--- src/rtl/bp_pkg.sv ---
package bp_pkg;
  typedef logic [1:0] ctr_t;
  localparam ctr_t CTR_RESET = 2'b01;

  function automatic ctr_t ctr_train(ctr_t c, logic taken);
    if (taken) return (c == 2'b11) ? c : c + 2'b01;
    else       return (c == 2'b00) ? c : c - 2'b01;
  endfunction
endpackage

--- src/rtl/bp_btb.sv ---
module bp_btb #(
  parameter int PC_W = 32,
  parameter int IW   = 4
) (
  input  logic            clk,
  input  logic            rst,
  input  logic [PC_W-1:0] lk_pc,
  input  logic            up_en,
  input  logic [PC_W-1:0] up_pc,
  input  logic [PC_W-1:0] up_target,
  output logic            lk_hit,
  output logic [PC_W-1:0] lk_target
);
  localparam int N     = 1 << IW;
  localparam int TAG_W = PC_W - IW - 2;

  logic             vld [N];
  logic [TAG_W-1:0] tag_mem [N];
  logic [PC_W-1:0]  tgt_mem [N];

  logic [IW-1:0] lk_idx, up_idx;
  assign lk_idx = lk_pc[IW+1:2];
  assign up_idx = up_pc[IW+1:2];

  always_ff @(posedge clk) begin
    if (rst) begin
      for (int i = 0; i < N; i++) vld[i] <= 1'b0;
    end else if (up_en) begin
      vld[up_idx] <= 1'b1;
    end
  end

  always_ff @(posedge clk) begin
    if (up_en) begin
      tag_mem[up_idx] <= up_pc[PC_W-1:IW+2];
      tgt_mem[up_idx] <= up_target;
    end
  end

  assign lk_hit    = vld[lk_idx] && (tag_mem[lk_idx] == lk_pc[PC_W-1:IW+2]);
  assign lk_target = tgt_mem[lk_idx];
endmodule

--- src/rtl/bp_pht.sv ---
module bp_pht
  import bp_pkg::*;
#(
  parameter int ADDR_W = 4,
  parameter int HIST_W = 2,
  parameter int HPW    = (HIST_W > 0) ? HIST_W : 1
) (
  input  logic              clk,
  input  logic              rst,
  input  logic [ADDR_W-1:0] lk_slot,
  input  logic              up_en,
  input  logic [ADDR_W-1:0] up_slot,
  input  logic [HPW-1:0]    up_hist,
  input  logic              up_taken,
  output logic              lk_dir,
  output logic [HPW-1:0]    hist_now
);
  localparam int IDX_W = ADDR_W + HIST_W;
  localparam int DEPTH = 1 << IDX_W;

  ctr_t             tbl [DEPTH];
  logic [IDX_W-1:0] lk_idx, up_idx;

  generate
    if (HIST_W > 0) begin : g_hist
      logic [HIST_W-1:0] ghr;
      always_ff @(posedge clk) begin
        if (rst)        ghr <= '0;
        else if (up_en) ghr <= HIST_W'({ghr, up_taken});
      end
      assign lk_idx   = {lk_slot, ghr};
      assign up_idx   = {up_slot, up_hist[HIST_W-1:0]};
      assign hist_now = ghr;
    end else begin : g_nohist
      logic unused_hist;
      assign unused_hist = ^{up_hist, up_taken};
      assign lk_idx   = lk_slot;
      assign up_idx   = up_slot;
      assign hist_now = '0;
    end
  endgenerate

  always_ff @(posedge clk) begin
    if (rst) begin
      for (int i = 0; i < DEPTH; i++) tbl[i] <= CTR_RESET;
    end else if (up_en) begin
      tbl[up_idx] <= ctr_train(tbl[up_idx], up_taken);
    end
  end

  assign lk_dir = tbl[lk_idx][1];
endmodule

--- src/rtl/corr_branch_pred.sv ---
module corr_branch_pred #(
  parameter int PC_W   = 32,
  parameter int BTB_IW = 4,
  parameter int PHT_AW = 4,
  parameter int HIST_W = 2,
  parameter int HPW    = (HIST_W > 0) ? HIST_W : 1
) (
  input  logic            clk,
  input  logic            rst,
  input  logic            fetch_valid,
  input  logic [PC_W-1:0] fetch_pc,
  input  logic            upd_valid,
  input  logic [PC_W-1:0] upd_pc,
  input  logic [HPW-1:0]  upd_hist,
  input  logic            upd_taken,
  input  logic [PC_W-1:0] upd_target,
  output logic            pred_valid,
  output logic            pred_hit,
  output logic            pred_taken,
  output logic [PC_W-1:0] pred_target,
  output logic [HPW-1:0]  pred_hist
);
  logic            btb_hit;
  logic [PC_W-1:0] btb_tgt;
  logic            dir;
  logic [HPW-1:0]  hist_now;
  logic            unused_lo;
  assign unused_lo = ^upd_pc[1:0];

  bp_btb #(.PC_W(PC_W), .IW(BTB_IW)) u_btb (
    .clk(clk), .rst(rst),
    .lk_pc(fetch_pc),
    .up_en(upd_valid), .up_pc(upd_pc), .up_target(upd_target),
    .lk_hit(btb_hit), .lk_target(btb_tgt)
  );

  bp_pht #(.ADDR_W(PHT_AW), .HIST_W(HIST_W), .HPW(HPW)) u_pht (
    .clk(clk), .rst(rst),
    .lk_slot(fetch_pc[PHT_AW+1:2]),
    .up_en(upd_valid), .up_slot(upd_pc[PHT_AW+1:2]),
    .up_hist(upd_hist), .up_taken(upd_taken),
    .lk_dir(dir), .hist_now(hist_now)
  );

  always_ff @(posedge clk) begin
    if (rst) begin
      pred_valid  <= 1'b0;
      pred_hit    <= 1'b0;
      pred_taken  <= 1'b0;
      pred_target <= '0;
      pred_hist   <= '0;
    end else begin
      pred_valid <= fetch_valid;
      if (fetch_valid) begin
        pred_hit    <= btb_hit;
        pred_taken  <= btb_hit & dir;
        pred_target <= (btb_hit & dir) ? btb_tgt : fetch_pc + PC_W'(4);
        pred_hist   <= hist_now;
      end
    end
  end
endmodule

--- config.mk ---
export PLATFORM = sky130hd
export DESIGN_NAME = corr_branch_pred
export DESIGN_NICKNAME = d
export VERILOG_FILES = /design/src/rtl/bp_pkg.sv /design/src/rtl/bp_btb.sv /design/src/rtl/bp_pht.sv /design/src/rtl/corr_branch_pred.sv
export SDC_FILE = /design/constraint.sdc
export NUM_CORES = 1
export LEC_CHECK = 0
export ABC_AREA = 1
export BUFFER_PORTS_ARGS = -buffer_cell sky130_fd_sc_hd__buf_2
export CAP_MARGIN = 20
export CORE_MARGIN = 2
export CORE_UTILIZATION = 45
export CTS_CLUSTER_SIZE = 40
export DETAILED_ROUTE_END_ITERATION = 7
export GPL_ROUTABILITY_DRIVEN = 0
export PLACE_DENSITY_LB_ADDON = 0.12
export SYNTH_ARGS = -nofsm -noshare
export SYNTH_HDL_FRONTEND = slang
export SYNTH_SLANG_ARGS = --single-unit
--- constraint.sdc ---
create_clock -name clk -period 8.9 [get_ports clk]
set_clock_uncertainty 0.15 [all_clocks]
set_input_delay 1.335 -clock clk [delete_from_list [all_inputs] [get_ports clk]]
set_output_delay 1.335 -clock clk [all_outputs]
set_load 0.01 [all_outputs]
# Yosys cells after proc, flatten, opt, wreduce, memory -nomap -nowiden

Memory sizes are Yosys's and may differ from the RTL's.
Index checks and enable logic that the tools add are counted.

$add $sub $neg: 3
Multipliers: 0
Div/mod/pow operators: 0
Order comparisons: 0
Equal/unequal tests: 2
Shift operators: 0
Muxes and demuxes: 18
Bitwise gates (word level): 1
Reduce and logical (&&, ||, !) cells: 4

Operators with widths:

| operator              | count |
|---|---|
| $add 32x3->32 const B | 1 |
| $mux 32               | 1 |
| $eq 26x26->1          | 1 |
| $mux 2                | 6 |
| $mux 1                | 9 |
| $mux 6                | 1 |
| $mux 4                | 1 |
| $add 2x1->2 const B   | 1 |
| $eq 2x2->1 const B    | 1 |
| $logic_not 2->1       | 1 |
| $reduce_or 2->1       | 1 |
| $sub 2x1->2 const B   | 1 |
| $and 1x1->1           | 1 |
| $logic_and 1x1->1     | 1 |
| $reduce_or 1->1       | 1 |

Register bits after elaboration: 39
Bits in latches: 0
Bits in writable memories: 1,072
ROM bits: 0
Output and inout port bits: 37
Logic and storage cells: 38
Memories kept: 4

Memories:

| memory        | depth | width | rd ports | clocked after Yosys merged registers in | wr ports | line         | RTL |
|---|---|---|---|---|---|---|---|
| u_btb.tgt_mem | 16    | 32    | 1        | 0                                       | 1        | bp_btb.sv:19 | `logic [PC_W-1:0] tgt_mem [N];` |
| u_btb.tag_mem | 16    | 26    | 1        | 0                                       | 1        | bp_btb.sv:18 | `logic [TAG_W-1:0] tag_mem [N];` |
| u_pht.tbl     | 64    | 2     | 2        | 0                                       | 64       | bp_pht.sv:21 | `ctr_t tbl [DEPTH];` |
| u_btb.vld     | 16    | 1     | 1        | 0                                       | 16       | bp_btb.sv:17 | `logic vld [N];` |

# Depth between registers and ports, before layout

An unclocked memory read counts as a cell.

Word-level depth: 7
Mapped depth: 24

# Modules after synthesis

Synthesis repeated with hierarchy kept, for this count alone.

Cells, all modules: 4,542
Area, all modules: 48,413.9 µm²

By module, submodules not included:

| module           | instances | cells each | area an instance (µm²) | sequential area each (µm²) |
|---|---|---|---|---|
| bp_btb           | 1         | 3,128      | 38,097.8               | 28,187.0 |
| bp_pht           | 1         | 1,022      | 7,786.2                | 3,883.7 |
| corr_branch_pred | 1         | 392        | 2,529.9                | 740.7 |

# Worst setup path before layout

No wires, ideal clock.

Path kind: in2reg
Start point: input port upd_pc[3]
End point: memory u_btb.tag_mem[14][0] (netlist bit), enable pin
Setup time: 0.548 ns
Arrival time: 6.080 ns
Data required time: 8.202 ns
Slack: 2.122 ns
Stages: 5
Buffers on the path: 1
Cells stage by stage: clkbuf_1 inv_1 nor2_1 clkinv_1 nor3_1

RTL lines:

| element     | line                   | RTL |
|---|---|---|
| from (decl) | corr_branch_pred.sv:13 | `input logic [PC_W-1:0] upd_pc,` |
| to (decl)   | bp_btb.sv:18           |  |

No word-level cell before the write port.

# Final worst setup path

Start point: input port fetch_pc[5]
End point: register pred_target[27]

Longest elaborated chain between the ends: 5

Ends and longest elaborated chain:

| element              | line                   | RTL |
|---|---|---|
| from (decl)          | corr_branch_pred.sv:11 | `input logic [PC_W-1:0] fetch_pc,` |
| $mem_v2 16x26        | --                     |  |
| $eq 26x26->1         | bp_btb.sv:40           | `assign lk_hit = vld[lk_idx] && (tag_mem[lk_idx] == lk_pc[PC_W-1:IW+2]);` |
| $logic_and 1x1->1    | bp_btb.sv:40           |  |
| $and 1x1->1          | corr_branch_pred.sv:57 | `pred_target <= (btb_hit & dir) ? btb_tgt : fetch_pc + PC_W'(4);` |
| $mux 32 (*)          | corr_branch_pred.sv:57 |  |
| to (signal assigned) | corr_branch_pred.sv:57 |  |
| to (decl)            | corr_branch_pred.sv:20 | `output logic [PC_W-1:0] pred_target,` |

Mark *: on every way between the ends. The rest lies on a longest branch, timed or not.
A chain may end at the register's enable or synchronous reset.

==> results.ini <==
[synthesis]
yosysSeqAreaShare = 0.6884
synth-edff-count = 1056
synth_nets = 4506
synth_cells = 4402
ys_ff_latch = 1111
synth_area_leaders = edfxtp_1 67%, nand2_1 8.9%, nor2_1 3.8%, nand3_1 3.7%, inv_1 3.2%
synth_common_cells = 1,130 x nand2_1, 1,056 x edfxtp_1, 479 x nor2_1
post-synth-top-count-cell = nand2_1
postSynthAreaPerCell_um2 = 10.83
yosys.area.top_type = edfxtp_1
yosysWarnings = 0
syn_area_mm2 = 0.04766
ys_types = 47
synthFlopType = edfxtp_1
synth_top_area_frac = 0.6653
synth-async-reset-ratio = 0

[cts]
worstSkewPairLatency_ns = 0.71
hold_buffers = 0
cts.sinks = 1111
ctsResizeCount = 0
clockBufferDepth = 3
cts_setup_buffers = 0
path_clk_slew_ns = 0.06
numCtsBuffers = 115
htree_levels = 3
clock-root-buffer = clkbuf_16
tritoncts = yes

[drt]
detail-route-antenna-nets = 0
wirelength_um = 145000
first_iter_violations = 3542
drt-vias-per-instance = 5.515
dr.pass1.iters = 6
num_vias = 32990
drc = 0
wl_per_cell_um = 24.24

[die]
start_util = 0.4534
die_w_um = 329.4
io_pins = 140
rows = 119
die_area_mm2 = 0.1085
fp.dieH_um = 329.4
coreArea_mm2 = 0.1051

[global_route]
grt_pass1_wl_um = 211800
gr-total-overflow = 0
use_met3 = 0.04065
antenna_found_initial = 26
met1_usage = 0.3795
grt_max_degree = 146
grt_util_met2 = 0.4241
top_usage_layer = met2
grt.total_usage = 0.2669
grt_pass1_vias = 31560

[power_and_ir_drop]
p_int_mw = 8.842
p_sw_frac = 0.2366
switchingPower_mw = 2.741
ir_drop_uv = 179.1
power_density_mw_per_mm2 = 216.9
combinationalPowerShare = 0.075
power_frac_seq = 0.507
p_leak_nw = 19.89
clkPwrFrac = 0.418

[sta]
min_period_ns = 5.504
rsz0062_at_grt = no
finalMaxSlewViolations = 0
period_share = 0.6185
slew_headroom = 0.2404
hold_violations = 0
setup_viol = 0
holdWs_ns = 0.3144
clock.fmax_mhz = 181.7
worst_pin_slew_ns = 1.139
tns_ns = 0

[critical_path]
required_ns = 9.35
path_max_fanout = 21
cp-start-kind = primary input
crit_type = in -> reg
cp.arrival_ns = 5.96
worst_setup_path_end_kind = flip-flop

[final_layout]
layout-drive-gt1-share = 0.09319
final_nets = 4588
areaGrowthSynthToFinish_pct = 12.05

[place]
dp_hpwl_um = 81000
io_buffer_count = 137

[run_status]
status = completed

[flow_run]
cap_violations = 0

[hold_path]
hp-class = reg -> reg

==> layer usage <==
layer | vias to the layer above | wire length, um
met1 | 16060 | 62300
met4 | 14 | 4030
met5 | - | 92
met3 | 259 | 11340
met2 | 1369 | 67220
li1 | 15290 | -
==> power by group through the flow <==
stage / logic (mW) / registers (mW) / clock network, mW
2_1_floorplan: 0.501 / 5.98 / 0
3_3_place_gp: 0.857 / 5.98 / 0
3_5_place_dp: 0.863 / 5.98 / 0
4_1_cts: 0.866 / 5.87 / 4.90
5_1_grt: 0.952 / 5.88 / 5.10
6_report: 0.868 / 5.87 / 4.84
==> kinds of logic (layout without fill, tap and decap cells) <==
kind of cell / Yosys count / count (layout) / share of synthesized area
adder cells (fa/ha/maj): 1 / 1 / 0.0002625
buffers and inverters: 660 / 840 / 0.05775
XOR/XNOR: 28 / 28 / 0.005146
flip-flops: 1111 / 1111 / 0.6884
AO/OA/AOI/OAI: 556 / 556 / 0.07290
other: 0 / 9 / 0
AND/OR/NAND/NOR: 2046 / 2046 / 0.1755
==> worst max-delay path, stage by stage <==
cell	delay, ns
buf_2	0.07
buf_4	0.37
nand2_2	0.40
inv_2	0.58
buf_4	0.49
nand2_1	0.11
nand2_1	0.15
inv_1	0.09
nand2_1	0.09
nand2_1	0.06
nand2_1	0.06
nand2_1	0.11
nor2_1	0.15
nand3_1	0.10
nor2_2	0.71
nand2_2	0.43
inv_2	0.30
nor2_1	0.08
nor2_1	0.15
nor2_1	0.05
==> path summary, 6_finish.rpt <==
| kind | cells past startpoint | to | slack (ns) | startpoint |
|---|---|---|---|---|
| hold reg to reg | 2 | pred_target[31]$_SDFFE_PP0P_ | 0.31 | pred_target[31]$_SDFFE_PP0P_ |
| hold / removal | 2 | pred_target[31]$_SDFFE_PP0P_ | 0.31 | pred_target[31]$_SDFFE_PP0P_ |
| setup reg to reg | 13 | pred_target[23]$_SDFFE_PP0P_ | 4.90 | u_pht.hist_now[1]$_SDFFE_PP0P_ |
| setup / recovery | 20 | pred_target[27]$_SDFFE_PP0P_ | 3.40 | fetch_pc[5] |
==> area by class of cell <==
type | instances | area [um2]
fillers | 9426 | 51710
flip-flops and latches | 1111 | 32810
multi-input cells | 2631 | 12230
clock buffers | 144 | 3120
well taps | 1391 | 1740
inverters | 422 | 1607
repair buffers | 203 | 1200
clock inverters | 71 | 674.4
diodes | 9 | 22.52
==> placed cells by master, fill, tap and decap left out, types with 4 or more instances in the layout <==
cell type	netlist	routed
nand2_1	1130	1129
edfxtp_1	1056	1056
nor2_1	479	470
inv_1	400	399
nand3_1	353	353
o21ai_0	252	252
buf_2	94	134
clkbuf_16	0	118
a21oi_1	76	76
a221oi_1	70	70
buf_4	20	67
a22oi_1	65	65
dfxtp_1	55	55
clkinv_1	9	32
nand4_1	28	28
xor2_1	28	28
clkinv_2	0	23
clkbuf_1	89	19
o22ai_1	14	14
nand3b_1	14	14
o2111ai_1	14	14
nor2_4	1	12
a221o_1	12	12
inv_2	13	11
bufinv_16	0	11
nor3_2	4	10
a22o_1	10	10
nor3_1	17	10
diode_2	0	9
a31oi_1	9	9
o21ai_1	8	8
clkinvlp_4	0	8
clkbuf_8	0	7
o221ai_1	6	6
o211ai_1	5	5
o2bb2ai_1	4	4
or2_2	4	4
a32oi_1	4	4
==> registers in the layout, summed over array words and instances (netlist names) <==
signal	count
pred_hit	1
u_btb.vld	16
pred_hist	2
u_btb.tgt_mem	512
pred_valid	1
u_pht.hist_now	2
u_pht.tbl	128
pred_taken	1
pred_target	32
u_btb.tag_mem	416
==> per-stage QoR <==
stage | setup WS, ns | power, mW | instance area [um2] | instances | util
detailed placement | 2.682 | 6.843 | 49590 | 5758 | 0.4717
global route | 3.192 | 11.93 | 53390 | 5976 | 0.5079
finish | 3.396 | 11.58 | 53400 | 5982 | 0.5080
global placement | 2.721 | 6.835 | 49590 | 5758 | 0.4717
floorplan | 2.122 | 6.481 | 47660 | 4402 | -
CTS | 3.471 | 11.63 | 53380 | 5973 | 0.5078
Power figures use the tool's default switching activity.
